$ cat src/rtl/fpcmp_pkg.sv
package fpcmp_pkg;
    typedef enum logic [1:0] {
        REL_EQ = 2'd0,
        REL_LT = 2'd1,
        REL_GT = 2'd2,
        REL_UN = 2'd3
    } rel_e;

    typedef enum logic [1:0] {
        ST_IDLE   = 2'd0,
        ST_WRITE  = 2'd1,
        ST_REJECT = 2'd2
    } ctl_state_e;

    localparam int SP_EXP  = 8;
    localparam int SP_FRAC = 23;
    localparam int DP_EXP  = 11;
    localparam int DP_FRAC = 52;

    function automatic logic [3:0] rel_to_nzcv(rel_e r);
        unique case (r)
            REL_EQ:  return 4'b0110;
            REL_LT:  return 4'b1000;
            REL_GT:  return 4'b0010;
            default: return 4'b0011;
        endcase
    endfunction
endpackage

$ cat src/rtl/fpcmp_decode.sv
module fpcmp_decode (
    input  logic [31:0] insn,
    output logic        illegal,
    output logic        use_dbl,
    output logic        zero_b,
    output logic        signaling
);
    logic unused_fields;
    assign unused_fields = ^{insn[28:24], insn[21:16], insn[13:5]};

    always_comb begin
        illegal   = (insn[31:29] != 3'b000) || (insn[15:14] != 2'b00) ||
                    (insn[2:0] != 3'b000)   || (insn[23:22] > 2'd1);
        use_dbl   = insn[22];
        zero_b    = insn[3];
        signaling = insn[4];
    end
endmodule

$ cat src/rtl/fpcmp_core.sv
module fpcmp_core
    import fpcmp_pkg::*;
#(
    parameter int EXP_W  = 8,
    parameter int FRAC_W = 23
) (
    input  logic [EXP_W+FRAC_W:0] a,
    input  logic [EXP_W+FRAC_W:0] b,
    output rel_e                  rel,
    output logic                  any_nan,
    output logic                  any_snan
);
    localparam int W = 1 + EXP_W + FRAC_W;

    logic nan_a, nan_b, snan_a, snan_b, both_zero, mag_lt, mag_gt;

    always_comb begin
        nan_a     = (&a[W-2:FRAC_W]) && (a[FRAC_W-1:0] != '0);
        nan_b     = (&b[W-2:FRAC_W]) && (b[FRAC_W-1:0] != '0);
        snan_a    = nan_a && !a[FRAC_W-1];
        snan_b    = nan_b && !b[FRAC_W-1];
        any_nan   = nan_a || nan_b;
        any_snan  = snan_a || snan_b;
        both_zero = (a[W-2:0] == '0) && (b[W-2:0] == '0);
        mag_lt    = a[W-2:0] < b[W-2:0];
        mag_gt    = a[W-2:0] > b[W-2:0];

        if (any_nan)
            rel = REL_UN;
        else if (both_zero || a == b)
            rel = REL_EQ;
        else if (a[W-1] != b[W-1])
            rel = a[W-1] ? REL_LT : REL_GT;
        else if (a[W-1])
            rel = mag_gt ? REL_LT : REL_GT;
        else
            rel = mag_lt ? REL_LT : REL_GT;
    end
endmodule

$ cat src/rtl/fpcmp_flag_unit.sv
module fpcmp_flag_unit
    import fpcmp_pkg::*;
#(
    parameter int OP_W = 64
) (
    input  logic            clk,
    input  logic            rst_n,
    input  logic            insn_vld,
    input  logic [31:0]     insn,
    input  logic [OP_W-1:0] opa,
    input  logic [OP_W-1:0] opb,
    output logic            flag_we,
    output logic [3:0]      nzcv,
    output logic            inv_exc,
    output logic            undef_err
);
    localparam int SP_W = 1 + SP_EXP + SP_FRAC;
    localparam int DP_W = 1 + DP_EXP + DP_FRAC;

    logic illegal, use_dbl, zero_b, signaling;
    logic [OP_W-1:0] b_eff;
    rel_e rel_sp, rel_dp, rel_sel;
    logic nan_sp, nan_dp, snan_sp, snan_dp, inv_now;
    ctl_state_e state_q, state_d;
    logic [3:0] nzcv_q;
    logic       inv_q;

    fpcmp_decode u_dec (
        .insn(insn), .illegal(illegal), .use_dbl(use_dbl),
        .zero_b(zero_b), .signaling(signaling)
    );

    assign b_eff = zero_b ? '0 : opb;

    fpcmp_core #(.EXP_W(SP_EXP), .FRAC_W(SP_FRAC)) u_cmp_sp (
        .a(opa[SP_W-1:0]), .b(b_eff[SP_W-1:0]),
        .rel(rel_sp), .any_nan(nan_sp), .any_snan(snan_sp)
    );

    fpcmp_core #(.EXP_W(DP_EXP), .FRAC_W(DP_FRAC)) u_cmp_dp (
        .a(opa[DP_W-1:0]), .b(b_eff[DP_W-1:0]),
        .rel(rel_dp), .any_nan(nan_dp), .any_snan(snan_dp)
    );

    always_comb begin
        rel_sel = use_dbl ? rel_dp : rel_sp;
        if (signaling)
            inv_now = use_dbl ? nan_dp : nan_sp;
        else
            inv_now = use_dbl ? snan_dp : snan_sp;
    end

    always_comb begin
        if (!insn_vld)
            state_d = ST_IDLE;
        else if (illegal)
            state_d = ST_REJECT;
        else
            state_d = ST_WRITE;
    end

    always_ff @(posedge clk) begin
        if (!rst_n) begin
            state_q <= ST_IDLE;
            nzcv_q  <= 4'b0000;
            inv_q   <= 1'b0;
        end else begin
            state_q <= state_d;
            if (insn_vld && !illegal) begin
                nzcv_q <= rel_to_nzcv(rel_sel);
                inv_q  <= inv_now;
            end
        end
    end

    always_comb begin
        flag_we   = 1'b0;
        undef_err = 1'b0;
        inv_exc   = 1'b0;
        unique case (state_q)
            ST_IDLE:   ;
            ST_WRITE:  begin flag_we = 1'b1; inv_exc = inv_q; end
            ST_REJECT: undef_err = 1'b1;
            default:   ;
        endcase
    end
    assign nzcv = nzcv_q;


    write_follows_valid_chk: assert property (@(posedge clk) disable iff (!rst_n)
        flag_we |-> $past(insn_vld));

    reject_follows_valid_chk: assert property (@(posedge clk) disable iff (!rst_n)
        undef_err |-> $past(insn_vld));

    reject_keeps_flags_chk: assert property (@(posedge clk) disable iff (!rst_n)
        undef_err |-> $stable(nzcv));

    flags_hold_chk: assert property (@(posedge clk) disable iff (!rst_n)
        !flag_we |-> $stable(nzcv));

    legal_code_chk: assert property (@(posedge clk) disable iff (!rst_n)
        flag_we |-> (nzcv == 4'b0110 || nzcv == 4'b1000 ||
                     nzcv == 4'b0010 || nzcv == 4'b0011));

    invalid_is_unordered_chk: assert property (@(posedge clk) disable iff (!rst_n)
        inv_exc |-> (flag_we && nzcv == 4'b0011));
endmodule

$ cat config.mk
export PLATFORM = sky130hd
export DESIGN_NAME = fpcmp_flag_unit
export DESIGN_NICKNAME = d
export VERILOG_FILES = /design/src/rtl/fpcmp_pkg.sv /design/src/rtl/fpcmp_decode.sv /design/src/rtl/fpcmp_core.sv /design/src/rtl/fpcmp_flag_unit.sv
export SDC_FILE = /design/constraint.sdc
export NUM_CORES = 1
export LEC_CHECK = 0
export BUFFER_PORTS_ARGS = -buffer_cell sky130_fd_sc_hd__buf_4
export CORE_MARGIN = 3
export CORE_UTILIZATION = 46
export CTS_BUF_LIST = sky130_fd_sc_hd__clkbuf_4 sky130_fd_sc_hd__clkbuf_8 sky130_fd_sc_hd__clkbuf_16
export DETAILED_ROUTE_END_ITERATION = 12
export GPL_TIMING_DRIVEN = 0
export PLACE_DENSITY = 0.84
export SYNTH_ARGS = -nofsm -noshare
export SYNTH_HDL_FRONTEND = slang
export SYNTH_SLANG_ARGS = --single-unit
$ cat constraint.sdc
create_clock -name clk -period 4 [get_ports clk]
set_input_delay 0.4 -clock clk [delete_from_list [all_inputs] [get_ports clk]]
set_output_delay 0.4 -clock clk [all_outputs]
set_load 0.01 [all_outputs]
* After elaboration in Yosys (flattened, before gate mapping) *
Cells that the tools add are included.

word-level totals
  word-level logic and storage cells = 82
  bits of input ports = 163
  flip-flop bits (word level) = 7

cells by class
  order comparisons = 5
  reductions and logical operators = 42
  muxes and demuxes = 24
  eq/ne operators = 8

operator list
  cell                                                                  count
  63-bit logical NOT                                                    2
  52-bit nonzero test                                                   2
  64-bit == test                                                        1
  64-bit two-way mux                                                    1
  63-bit > comparator                                                   1
  63-bit less-than comparator                                           1
  31-bit logical NOT                                                    2
  23-bit nonzero test                                                   2
  32-bit == test                                                        1
  2-bit two-way mux                                                     16
  31-bit > comparator                                                   1
  31-bit less-than comparator                                           1
  11-bit AND reduction                                                  2
  8-bit AND reduction                                                   2
  4-bit case mux with 3 select lines                                    1
  1-bit logical AND                                                     11
  1-bit logical OR                                                      9
  1-bit two-way mux                                                     6
  3-bit nonzero test                                                    2
  1-bit logical NOT                                                     5
  2-bit by 1-bit == test with 1-bit output, second input constant       2
  2-bit == test, second input constant                                  2
  2-bit by 1-bit > comparator with 1-bit output, second input constant  1
  2-bit logical NOT                                                     1
  other kinds (3)                                                       4

* Depth between registers and ports, before layout *
Gate-level depths: netlist of run 1.

  word-level depth = 10
  mapped depth = 13
  mapped depth without buffers = 12

* Modules after synthesis *
Synthesis of run 1 repeated with hierarchy kept, for this count alone.

unflattened totals
  cells, all modules = 554
  area total of the unflattened synthesis = 3,826.2 µm²

modules (own cells, without submodules)
  module                  cells an instance  area an instance (µm²)  times used  seq. area each (µm²)
  fpcmp_core at u_cmp_dp  294                2,040.7                 1           0.0
  fpcmp_core at u_cmp_sp  151                1,014.7                 1           0.0
  fpcmp_flag_unit         102                728.2                   1           140.1
  fpcmp_decode            7                  42.5                    1           0.0

* Least setup slack after synthesis of run 1 *
No wires, ideal clock.

  kind = input port to flip-flop
  start point = input insn[3]
  end point = register nzcv_q[1], in the netlist nzcv[1]
  required time = 3.881 ns
  setup time = 0.119 ns
  buffers on the path = 2
  arrival time = 3.074 ns
  setup slack = 0.808 ns
  stages = 13
  path through = clkbuf_1 -> clkbuf_1 -> or2b_2 -> ha_1 -> a21oi_1 -> a21oi_1 -> o41ai_1 -> a21oi_1 -> or3_1 -> a31o_1 -> nor3b_4 -> nand2_2 -> o221a_1

between the ends
  longest elaborated chain between the ends = 10
  elaborated cells between the ends (all ways) = 40

RTL lines
  item                                                       line                                text
  start, declared                                            fpcmp_flag_unit.sv:9                input logic [31:0] insn,
  64-bit two-way mux (*)                                     fpcmp_flag_unit.sv:33               assign b_eff = zero_b ? '0 : opb;
  63-bit less-than comparator, or another cell as far along  fpcmp_core.sv:25                    mag_lt = a[W-2:0] < b[W-2:0];
  2-bit two-way mux, on equally long branches                fpcmp_core.sv:37, fpcmp_core.sv:35
  2-bit two-way mux                                          fpcmp_core.sv:34                    else if (a[W-1])
  2-bit two-way mux                                          fpcmp_core.sv:32                    else if (a[W-1] != b[W-1])
  2-bit two-way mux                                          fpcmp_core.sv:30                    else if (both_zero || a == b)
  2-bit two-way mux                                          fpcmp_core.sv:28                    if (any_nan)
  2-bit two-way mux (*)                                      fpcmp_flag_unit.sv:46               rel_sel = use_dbl ? rel_dp : rel_sp;
  2-bit == test, or another cell as far along                fpcmp_pkg.sv:21                     unique case (r)
  4-bit case mux with 3 select lines (*)                     fpcmp_pkg.sv:21
  end signal, assigned                                       fpcmp_flag_unit.sv:70               nzcv_q <= rel_to_nzcv(rel_sel);
  end, declared                                              fpcmp_flag_unit.sv:25               logic [3:0] nzcv_q;

Every way passes the cells marked *; elsewhere a longest branch is shown, timed or not.
A chain may end at the register's enable or synchronous reset.

* Final worst setup path of run 1 *
  start point = input insn[3]
  end point = register nzcv_q[0], in the netlist nzcv[0]

Same word-level chain as after synthesis.

==> Flow_metrics.wiki, run 1 <==
{| class="wikitable"
! Metric !! Value
|-
| I/O pins || 170
|-
| Buffer levels on the longest clock path || 2
|-
| Biggest fanout along the worst timing path || 10
|-
| Reg-to-reg critical path startpoint || nzcv[2]
|-
| Crit path DAT || 3.75 ns
|-
| Number of filler instances in the final layout || 528
|-
| Nets || 781
|-
| Number of CTS-inserted buffers || 3
|-
| Headroom to the max-slew limit || 57.9%
|-
| Cell area after layout || 4200 µm²
|-
| Final-layout worst hold slack || 0.409 ns
|-
| Worst Clk Skew || 0 ns
|-
| Detailed Route Iter0 Violations || 243
|-
| Setup slack, reg-to-reg || 3.28 ns
|-
| Max IR drop VDD || 0.000132 V
|-
| Cell with the most instances after synthesis || sky130_fd_sc_hd__ha_1
|-
| Vias/cell || 6.04
|-
| Flip-flop cell with the highest count after synthesis || sky130_fd_sc_hd__dfxtp_1
|-
| Final critical path time including I/O delays and setup || 3.62 ns
|-
| Reg-to-reg critical path endpoint || nzcv[2]
|-
| Routed WL || 10,200 µm
|-
| Fmax || 276 MHz
|-
| Hold Path Depth || 2
|-
| Measured slew at the worst slew-check pin || 0.626 ns
|-
| Unrepaired setup endpoints after global routing || false
|-
| Layout overhead on the synthesized area || 42.9%
|-
| Clk pin slew, worst setup/hold paths || 0.04 ns
|-
| Number of H-tree levels || 1
|-
| Final RePlAce weighted congestion || 0.911
|-
| Final count of pins violating max slew || 0
|-
| Final global-route overflow total || 0
|-
| Share of synthesized flip-flops with an asynchronous set or reset || 0%
|-
| Total power after layout || 0.560 mW
|-
| Number of enable flip-flop cells after synthesis || 0
|-
| Number of antenna violations at the first check in global routing || 0
|-
| Final routed wire length divided by cell count || 16.4 µm
|-
| Total leakage power || 1.90 nW
|-
| Type of element launching the critical path || input port
|-
| # rows || 28
|-
| Largest delay contributor family on the critical path || compound AO/OA/AOI/OAI gates
|-
| DR pass1 iterations || 4
|-
| Setup TNS Final || 0 ns
|-
| Flops & latches, synth || 7
|-
| Starting density of the core || 48.5%
|-
| GRT Total Usage || 26.5%
|-
| Worst-case hold path end point || state_q[1]
|-
| Post-route fraction of the period consumed by the critical path || 90.6%
|-
| Largest area contributor in the netlist || sky130_fd_sc_hd__ha_1
|-
| Path type of the worst min-delay path || input port to flop
|-
| Warnings from Yosys || 0
|-
| Detailed Place HPWL || 9040 µm
|-
| Later-pin clock latency in the skew report || 0.22 ns
|-
| Type of destination of the critical path || flop
|-
| Worst Setup Path Type || input port to flop
|-
| Post-detailed-route count of antenna-violating nets || 0
|-
| Sequential element share of the synthesized area || 4.77%
|-
| Core outline area || 6060 µm²
|-
| Worst min-delay path startpoint || insn_vld
|-
| Power per standard cell area || 133 nW/µm²
|-
| Pin count of the biggest net entering global routing || 11
|-
| Layout cells sized above 1 || 31.0%
|-
| Synthesized instance count || 393
|-
| Die Y-Extent || 85.9 µm
|-
| Max-capacitance violation count || 0
|-
| Highest-delay cell along the critical path || sky130_fd_sc_hd__a2111oi_1
|-
| Area contributors post-synth || sky130_fd_sc_hd__ha_1, sky130_fd_sc_hd__nand2b_1, sky130_fd_sc_hd__nor4_1
|-
| Number of global-route vias before repair || 3,537
|-
| Synthesized area per cell || 7.47 µm²
|-
| Post-Place Cell Area || 4150 µm²
|-
| Full die area || 7380 µm²
|-
| Post-Syn Area || 2940 µm²
|-
| Worst R2R Path Depth || 3
|-
| Remaining design rule violation count || 0
|-
| Routed via count || 3,748
|-
| CP cell instances || buf_4 > clkbuf_1 > clkbuf_1 > nand2b_1 > ha_1 > nand3_1 > nor3_1 > nand3_1 > a21oi_1 > o21bai_1 > a2111oi_1 > o31ai_2 > o32ai_1
|-
| Horizontal extent of the die || 85.9 µm
|-
| TritonCTS clock tree || built
|-
| Required time reported for the critical path endpoint || 4.13 ns
|-
| Number of buffers inserted to repair setup after CTS || 0
|-
| Root buf cell || sky130_fd_sc_hd__clkbuf_8
|-
| Crit path buffers/inverters || 3
|-
| CTS resizes || 0
|-
| Cts-stage hold buffer count || 0
|-
| First-pass GRT wire length || 16,200 µm
|-
| Net count after synthesis || 627
|-
| CP peak stage delay || 0.55 ns
|-
| Top-area cell type share of the netlist area || 30.3%
|-
| Hold Violations, Final || 0
|-
| Synth unique cells || 54
|-
| Diodes inserted || 0
|-
| Commonest cells in the netlist || sky130_fd_sc_hd__ha_1, sky130_fd_sc_hd__nand2b_1, sky130_fd_sc_hd__a21oi_1, sky130_fd_sc_hd__nor4_1, sky130_fd_sc_hd__nand2_1
|-
| Outcome || finished, final reports clean
|-
| Port bufs || 149
|-
| Setup violations, final || 0
|-
| Clock sink count || 7
|}
-- sequential cells by signal, indices dropped and copies added, names as in the netlist --
signal	count
inv_q	1
nzcv	4
state_q	2
-- routing by layer --
| metal | GRT usage [%] | routed length [µm] | up-vias |
|---|---|---|---|
| met1 | 35.2 | 4360 | 1756 |
| met3 | 2.31 | 706 | 10 |
| li1 | - | - | 1834 |
| met4 | 6.04 | 72 | 0 |
| met5 | 0 | 0 | - |
| met2 | 46.0 | 5050 | 148 |
-- placed cells by master, fill, tap and decap left out, types with 7 or more instances in the layout --
cell,n
sky130_fd_sc_hd__nand2b_1,60
sky130_fd_sc_hd__dfxtp_1,7
sky130_fd_sc_hd__nand2_1,27
sky130_fd_sc_hd__nor2b_1,7
sky130_fd_sc_hd__clkbuf_1,7
sky130_fd_sc_hd__inv_1,10
sky130_fd_sc_hd__nand3_1,16
sky130_fd_sc_hd__nor2_1,17
sky130_fd_sc_hd__nand4_1,24
sky130_fd_sc_hd__o21ai_0,11
sky130_fd_sc_hd__nor3_1,11
sky130_fd_sc_hd__nor4_1,28
sky130_fd_sc_hd__ha_1,71
sky130_fd_sc_hd__buf_4,149
sky130_fd_sc_hd__a21oi_1,28
-- through the flow --
stage | cells | utilization, % | worst slack (ns)
final | 621 | 69.3 | 0.376
after global routing | 621 | 69.3 | 0.0481
after CTS | 621 | 69.3 | 0.450
after detailed placement | 617 | 68.5 | 0.209
after global placement | 617 | 68.5 | 0.306
after floorplan | 393 | - | 0.808
-- report_power, final --
part           leakage, nW  switching (mW)  total, mW  internal, mW
combinational         1.82           0.184      0.381         0.197
sequential          0.0566        0.000238     0.0709        0.0707
clock               0.0262          0.0315      0.107        0.0758
total                 1.90           0.216      0.560         0.344
-- cells by family (layout without fill, tap and decap cells) --
group,Yosys count,after routing,synth area share [%]
adders and majority gates,71,71,30.3
xor gates and xnor gates,1,1,0.298
and+or+nand+nor,223,223,45.8
buffers and inverters,17,170,2.17
DFF,7,7,4.77
AOI/OAI and AO/OA,74,74,16.7
-- area by class of cell --
cell class	count	area (µm²)	area share [%]
Buffer	7	26.3	0.626
Clock buffer	4	48.8	1.16
Inverter	10	37.5	0.894
Multi-Input combinational cell	369	2730	65.1
Sequential cell	7	140	3.34
Tap cell	75	93.8	2.24
Timing Repair Buffer	149	1120	26.6
-- worst max path at each step --
stage | to | slack, ns | cells after the start | start
floorplan | nzcv[1] | 0.81 | 13 | insn[3]
finish | nzcv[0] | 0.38 | 13 | insn[3]
global placement | nzcv[1] | 0.31 | 14 | insn[3]
CTS | nzcv[0] | 0.45 | 13 | insn[3]
global route | nzcv[0] | 0.05 | 13 | insn[3]
detailed placement | nzcv[0] | 0.21 | 13 | insn[3]
Note: power is estimated with default switching activity, not from simulation.
==> inputs of run 2 (changes only) <==
ABC_AREA = 1   (was not set)
CORE_UTILIZATION = 48   (was 46)
==> Flow_metrics.wiki, run 2 <==
{| class="wikitable"
! Metric !! Value
|-
| Headroom to the max-slew limit || 70.1%
|-
| Layout overhead on the synthesized area || 38.3%
|-
| Remaining design rule violation count || 0
|-
| Post-Place Cell Area || 4520 µm²
|-
| TritonCTS clock tree || built
|-
| I/O pins || 170
|-
| Layout cells sized above 1 || 22.6%
|-
| First-pass GRT wire length || 18,300 µm
|-
| Area contributors post-synth || sky130_fd_sc_hd__ha_1, sky130_fd_sc_hd__nand2_1, sky130_fd_sc_hd__nor2_1
|-
| Pin count of the biggest net entering global routing || 11
|-
| Most common cell type on the critical path || sky130_fd_sc_hd__nand2_1
|-
| Power per standard cell area || 136 nW/µm²
|-
| Highest-delay cell along the critical path || sky130_fd_sc_hd__buf_1
|-
| Total leakage power || 2.45 nW
|-
| Worst Setup Path Type || input port to flop
|-
| # rows || 29
|-
| Biggest fanout along the worst timing path || 10
|-
| Net count after synthesis || 832
|-
| Sequential element share of the synthesized area || 4.24%
|-
| Post-Syn Area || 3300 µm²
|-
| DP Worst Slack || 0.564 ns
|-
| Number of CTS-inserted buffers || 3
|-
| Max IR drop VDD || 0.0000816 V
|-
| Required time reported for the critical path endpoint || 4.12 ns
|-
| Clock sink count || 7
|-
| Diodes inserted || 0
|-
| Fmax || 309 MHz
|-
| Commonest cells in the netlist || sky130_fd_sc_hd__nand2_1, sky130_fd_sc_hd__nor2_1, sky130_fd_sc_hd__ha_1
|-
| Final count of pins violating max slew || 0
|-
| Crit path DAT || 3.35 ns
|-
| Full die area || 7910 µm²
|-
| Cell area after layout || 4570 µm²
|-
| Routed via count || 4,598
|-
| Flip-flop cell with the highest count after synthesis || sky130_fd_sc_hd__dfxtp_1
|-
| Core outline area || 6490 µm²
|-
| Detailed Place HPWL || 10,100 µm
|-
| Cell with the most instances after synthesis || sky130_fd_sc_hd__nand2_1
|-
| Nets || 986
|-
| Horizontal extent of the die || 88.9 µm
|-
| Total power after layout || 0.620 mW
|-
| Setup violations, final || 0
|-
| Setup TNS Final || 0 ns
|-
| Post-route fraction of the period consumed by the critical path || 80.8%
|-
| Flops & latches, synth || 7
|-
| Die Y-Extent || 88.9 µm
|-
| Most common cell after layout, fill and taps aside || sky130_fd_sc_hd__nand2_1
|-
| Type of destination of the critical path || flop
|-
| Final routed wire length divided by cell count || 13.9 µm
|-
| Final-layout worst hold slack || 0.401 ns
|-
| Largest area contributor in the netlist || sky130_fd_sc_hd__ha_1
|-
| Number of buffers inserted to repair setup after CTS || 0
|-
| Cts-stage hold buffer count || 0
|-
| CP cell instances || buf_4 > inv_2 > buf_6 > buf_6 > buf_2 > buf_1 > nand2_1 > ha_1 > nand2_1 > nor4_1 > nand4_1 > inv_1 > nand2_1 > nand2_1 > nand2_1 > nand3_1 > nand2_1 > nand2_1 > nand2_1 > o21ai_0 > nor2_1
|-
| Number of antenna violations at the first check in global routing || 0
|-
| Synthesized instance count || 598
|-
| Synthesized area per cell || 5.52 µm²
|-
| CTS resizes || 0
|-
| CP peak stage delay || 0.39 ns
|-
| Port bufs || 149
|-
| Number of filler instances in the final layout || 606
|-
| Top-area cell type share of the netlist area || 26.9%
|-
| Number of H-tree levels || 1
|-
| Share of synthesized flip-flops with an asynchronous set or reset || 0%
|-
| Number of enable flip-flop cells after synthesis || 0
|-
| Reg area || 140 µm²
|-
| Max-capacitance violation count || 0
|-
| Root buf cell || sky130_fd_sc_hd__clkbuf_8
|-
| Footprint of the multi-input gates || 2900 µm²
|-
| Clk pin slew, worst setup/hold paths || 0.04 ns
|-
| Outcome || finished, final reports clean
|-
| Number of flip-flops under the largest register name || 4
|-
| Later-pin clock latency in the skew report || 0.23 ns
|-
| Routed WL || 11,500 µm
|-
| Starting density of the core || 50.8%
|-
| Unrepaired setup endpoints after global routing || false
|-
| Buffer levels on the longest clock path || 2
|-
| Min setup slack post-route || 0.768 ns
|-
| Post-detailed-route count of antenna-violating nets || 0
|-
| Hold Violations, Final || 0
|-
| GRT Total Usage || 28.2%
|-
| Final global-route overflow total || 0
|-
| Vias/cell || 5.55
|-
| Synth unique cells || 26
|-
| DR pass1 iterations || 6
|-
| Path type of the worst min-delay path || input port to flop
|-
| Type of element launching the critical path || input port
|-
| Warnings from Yosys || 0
|-
| Measured slew at the worst slew-check pin || 0.448 ns
|-
| Worst Clk Skew || 0 ns
|-
| Detailed Route Iter0 Violations || 188
|-
| Number of global-route vias before repair || 4,350
|-
| Final critical path time including I/O delays and setup || 3.23 ns
|-
| Final RePlAce weighted congestion || 0.934
|-
| Most used cells in the layout excluding fill and tap cells || sky130_fd_sc_hd__nand2_1, sky130_fd_sc_hd__buf_4, sky130_fd_sc_hd__nor2_1, sky130_fd_sc_hd__ha_1, sky130_fd_sc_hd__inv_1
|}
[run 2: cell types whose count changed after synthesis, moves of 5 or more]
cell / previous run / this run
sky130_fd_sc_hd__inv_1: 10 / 51
sky130_fd_sc_hd__nor4_1: 28 / 6
sky130_fd_sc_hd__nor2_1: 17 / 86
sky130_fd_sc_hd__nand2_1: 27 / 221
sky130_fd_sc_hd__clkbuf_1: 7 / 0
sky130_fd_sc_hd__nand2b_1: 60 / 0
sky130_fd_sc_hd__and4_1: 6 / 0
sky130_fd_sc_hd__nor4_2: 6 / 1
sky130_fd_sc_hd__nor2b_1: 7 / 0
sky130_fd_sc_hd__nand3_1: 16 / 31
sky130_fd_sc_hd__nand4_1: 24 / 34
[run 2: layout make-up]
cell class | instances | area share [%]
clock buffers | 4 | 1.07
inverters | 52 | 4.28
flip-flops and latches | 7 | 3.07
repair buffers | 149 | 24.5
multi-input cells | 531 | 63.6
well taps | 77 | 2.11
plain buffers | 8 | 1.40
[run 2: where the power goes]
group,switching [mW],leakage [nW],internal (mW)
combinational,0.233,2.37,0.206
clock,0.0343,0.0262,0.0761
sequential,0.000272,0.0566,0.0706
total,0.267,2.45,0.353
[run 2: critical path, delay by kind of cell]
kind | cells | cell delay, ns
buffers and inverters | 7 | 1.23
adders and majority gates | 1 | 0.33
and+or+nand+nor | 12 | 1.29
AOI/OAI and AO/OA | 1 | 0.09
[run 2: kinds of logic after synthesis]
| group | after synthesis | share of synthesized area, % |
|---|---|---|
| AO/OA/AOI/OAI | 56 | 9.09 |
| AND/OR/NAND/NOR | 404 | 51.9 |
| adder cells (fa/ha/maj) | 71 | 26.9 |
| flip-flops | 7 | 4.24 |
| buffers and inverters | 60 | 7.84 |
[run 2: metrics by stage]
| step | cells | util [%] |
|---|---|---|
| floorplan | 598 | - |
| global placement | 824 | 69.5 |
| detailed placement | 824 | 69.5 |
| CTS | 828 | 70.3 |
| global route | 828 | 70.3 |
| finish | 828 | 70.3 |
[run 2: path summary, 6_finish.rpt]
kind | from | end | slack, ns | cells after the start
max | insn[3] | nzcv[3] | 0.77 | 21
min | insn[0] | state_q[1] | 0.40 | 3
max reg2reg | nzcv[1] | nzcv[1] | 3.33 | 4
min reg2reg | nzcv[2] | nzcv[2] | 0.47 | 2
[run 2: per-layer routing]
layer | up-vias | share of wire, % | track usage [%]
li1 | 2312 | - | -
met1 | 2052 | 40 | 34.3
met2 | 207 | 50 | 53.4
met3 | 27 | 7.6 | 2.12
met4 | 0 | 2.1 | 7.17
met5 | - | 0 | 0
==> inputs of run 3 (changes only) <==
CORE_UTILIZATION = 43   (was 48)
PLACE_DENSITY = 0.79   (was 0.84)
clock period = 2.85 ns   (was 4 ns; I/O delays follow)
==> Flow_metrics.wiki, run 3 (same netlist as run 2, synthesis figures left out) <==
{| class="wikitable"
! Metric !! Value
|-
| Detailed Route Iter0 Violations || 194
|-
| Pin count of the biggest net entering global routing || 20
|-
| Final RePlAce weighted congestion || 0.916
|-
| DP Worst Slack || -0.435 ns
|-
| Hold Path Depth || 3
|-
| Core outline area || 7370 µm²
|-
| Later-pin clock latency in the skew report || 0.23 ns
|-
| Most used cells in the layout excluding fill and tap cells || sky130_fd_sc_hd__nand2_1, sky130_fd_sc_hd__buf_4, sky130_fd_sc_hd__nor2_1, sky130_fd_sc_hd__ha_1, sky130_fd_sc_hd__inv_1
|-
| Most common cell after layout, fill and taps aside || sky130_fd_sc_hd__nand2_1
|-
| Number of H-tree levels || 1
|-
| Die Y-Extent || 93.6 µm
|-
| Worst Setup Path Type || input port to flop
|-
| Min setup slack post-route || 0.364 ns
|-
| Biggest fanout along the worst timing path || 19
|-
| Starting density of the core || 44.8%
|-
| Final routed wire length divided by cell count || 13.7 µm
|-
| Root buf cell || sky130_fd_sc_hd__clkbuf_8
|-
| Number of CTS-inserted buffers || 3
|-
| Clock sink count || 7
|-
| Setup TNS Final || 0 ns
|-
| Max-capacitance violation count || 0
|-
| Vias/cell || 5.28
|-
| Unrepaired setup endpoints after global routing || false
|-
| TritonCTS clock tree || built
|-
| Total power after layout || 0.882 mW
|-
| Path type of the worst min-delay path || input port to flop
|-
| Worst R2R Path Depth || 4
|-
| Type of element launching the critical path || input port
|-
| Reg-to-reg critical path endpoint || nzcv[1]
|-
| # rows || 31
|-
| Clk pin slew, worst setup/hold paths || 0.04 ns
|-
| DR pass1 iterations || 5
|-
| First-pass GRT wire length || 18,800 µm
|-
| Final critical path time including I/O delays and setup || 2.49 ns
|-
| Number of flip-flops under the largest register name || 4
|-
| Required time reported for the critical path endpoint || 2.97 ns
|-
| Final global-route overflow total || 0
|-
| Power per standard cell area || 189 nW/µm²
|-
| Layout cells sized above 1 || 23.9%
|-
| Nets || 987
|-
| Horizontal extent of the die || 93.6 µm
|-
| GRT Total Usage || 25.8%
|-
| Worst-case hold path end point || state_q[1]
|-
| Crit path DAT || 2.60 ns
|-
| Number of antenna violations at the first check in global routing || 0
|-
| Detailed Place HPWL || 10,200 µm
|-
| Cts-stage hold buffer count || 0
|-
| Layout overhead on the synthesized area || 41.6%
|-
| Max IR drop VDD || 0.000107 V
|-
| Post-route fraction of the period consumed by the critical path || 87.2%
|-
| Post-detailed-route count of antenna-violating nets || 0
|-
| Type of destination of the critical path || flop
|-
| Worst Clk Skew || 0 ns
|-
| Diodes inserted || 0
|-
| Hold Violations, Final || 0
|-
| Setup violations, final || 0
|-
| Headroom to the max-slew limit || 77.8%
|-
| Full die area || 8770 µm²
|-
| Startpoint of the most critical setup path || insn[3]
|-
| Total leakage power || 2.47 nW
|-
| Measured slew at the worst slew-check pin || 0.330 ns
|-
| Worst min-delay path startpoint || insn[23]
|-
| Routed via count || 4,492
|-
| Fmax || 402 MHz
|-
| Port bufs || 149
|-
| I/O pins || 170
|-
| Remaining design rule violation count || 0
|-
| Buffer levels on the longest clock path || 2
|-
| Setup slack, reg-to-reg || 2.16 ns
|-
| Number of global-route vias before repair || 4,401
|-
| Outcome || finished, final reports clean
|-
| Reg-to-reg critical path startpoint || nzcv[1]
|-
| Final count of pins violating max slew || 0
|-
| Routed WL || 11,700 µm
|}
[run 3: changes by cell type in the layout (fill, tap and decap cells not counted), sizes merged]
cell,previous run,this run
clkbuf,4,5
[run 3: through the flow]
stage	util, %	instance area [µm²]	std cells	hold WS (ns)
after floorplan	-	3300	598	0.404
after global placement	61.7	4540	846	0.456
after detailed placement	61.7	4540	846	0.457
after CTS	62.3	4590	849	0.293
after global routing	63.4	4680	851	0.318
final	63.4	4680	851	0.295
[run 3: critical path, stage by stage]
cell,delay [ns]
sky130_fd_sc_hd__buf_4,0.12
sky130_fd_sc_hd__inv_2,0.08
sky130_fd_sc_hd__buf_8,0.11
sky130_fd_sc_hd__buf_8,0.13
sky130_fd_sc_hd__buf_12,0.15
sky130_fd_sc_hd__nand2_1,0.06
sky130_fd_sc_hd__ha_1,0.30
sky130_fd_sc_hd__nand2_1,0.11
sky130_fd_sc_hd__nor4_1,0.37
sky130_fd_sc_hd__nand4_1,0.20
sky130_fd_sc_hd__nand2_1,0.14
sky130_fd_sc_hd__nor2_1,0.06
sky130_fd_sc_hd__a21oi_2,0.13
sky130_fd_sc_hd__nand2_1,0.07
sky130_fd_sc_hd__nand2_1,0.08
sky130_fd_sc_hd__nand2_1,0.05
sky130_fd_sc_hd__nor2_1,0.10
sky130_fd_sc_hd__nor2_1,0.05
[run 3: worst max path at each step]
| stage | endpoint | slack, ns | cells past startpoint |
|---|---|---|---|
| 2_1_floorplan | nzcv[1] | 0.22 | 25 |
| 3_3_place_gp | nzcv[3] | -0.39 | 21 |
| 3_5_place_dp | nzcv[3] | -0.43 | 21 |
| 4_1_cts | nzcv[1] | 0.01 | 24 |
| 5_1_grt | nzcv[1] | 0.02 | 25 |
| 6_report | nzcv[1] | 0.36 | 18 |
[run 3: power by group]
part / internal (mW) / leakage [nW] / switching, mW
Sequential: 0.0992 / 0.0566 / 0.000362
Combinational: 0.298 / 2.39 / 0.332
Clock: 0.107 / 0.0262 / 0.0461
[run 3: area by class of cell]
class / instances / area [µm²]
Timing Repair Buffer: 151 / 1130
Tap cell: 99 / 124
Multi-Input combinational cell: 531 / 2950
Sequential cell: 7 / 140
Clock buffer: 4 / 48.8
Buffer: 7 / 85.1
Inverter: 52 / 195
Fill cell: 746 / 2690
[run 3: timing repair]
action / CTS / global route
endpoints found under the setup margin: 3 / 3
hold endpoints to repair: 0 / 0
resized for setup: 0 / 16
setup buffers: 0 / 2
[run 3: per-layer routing]
metal,global-route usage (%),routed length [µm]
met1,31.0,4890
met2,46.8,5670
met3,3.54,899
met4,8.54,240
met5,0,0
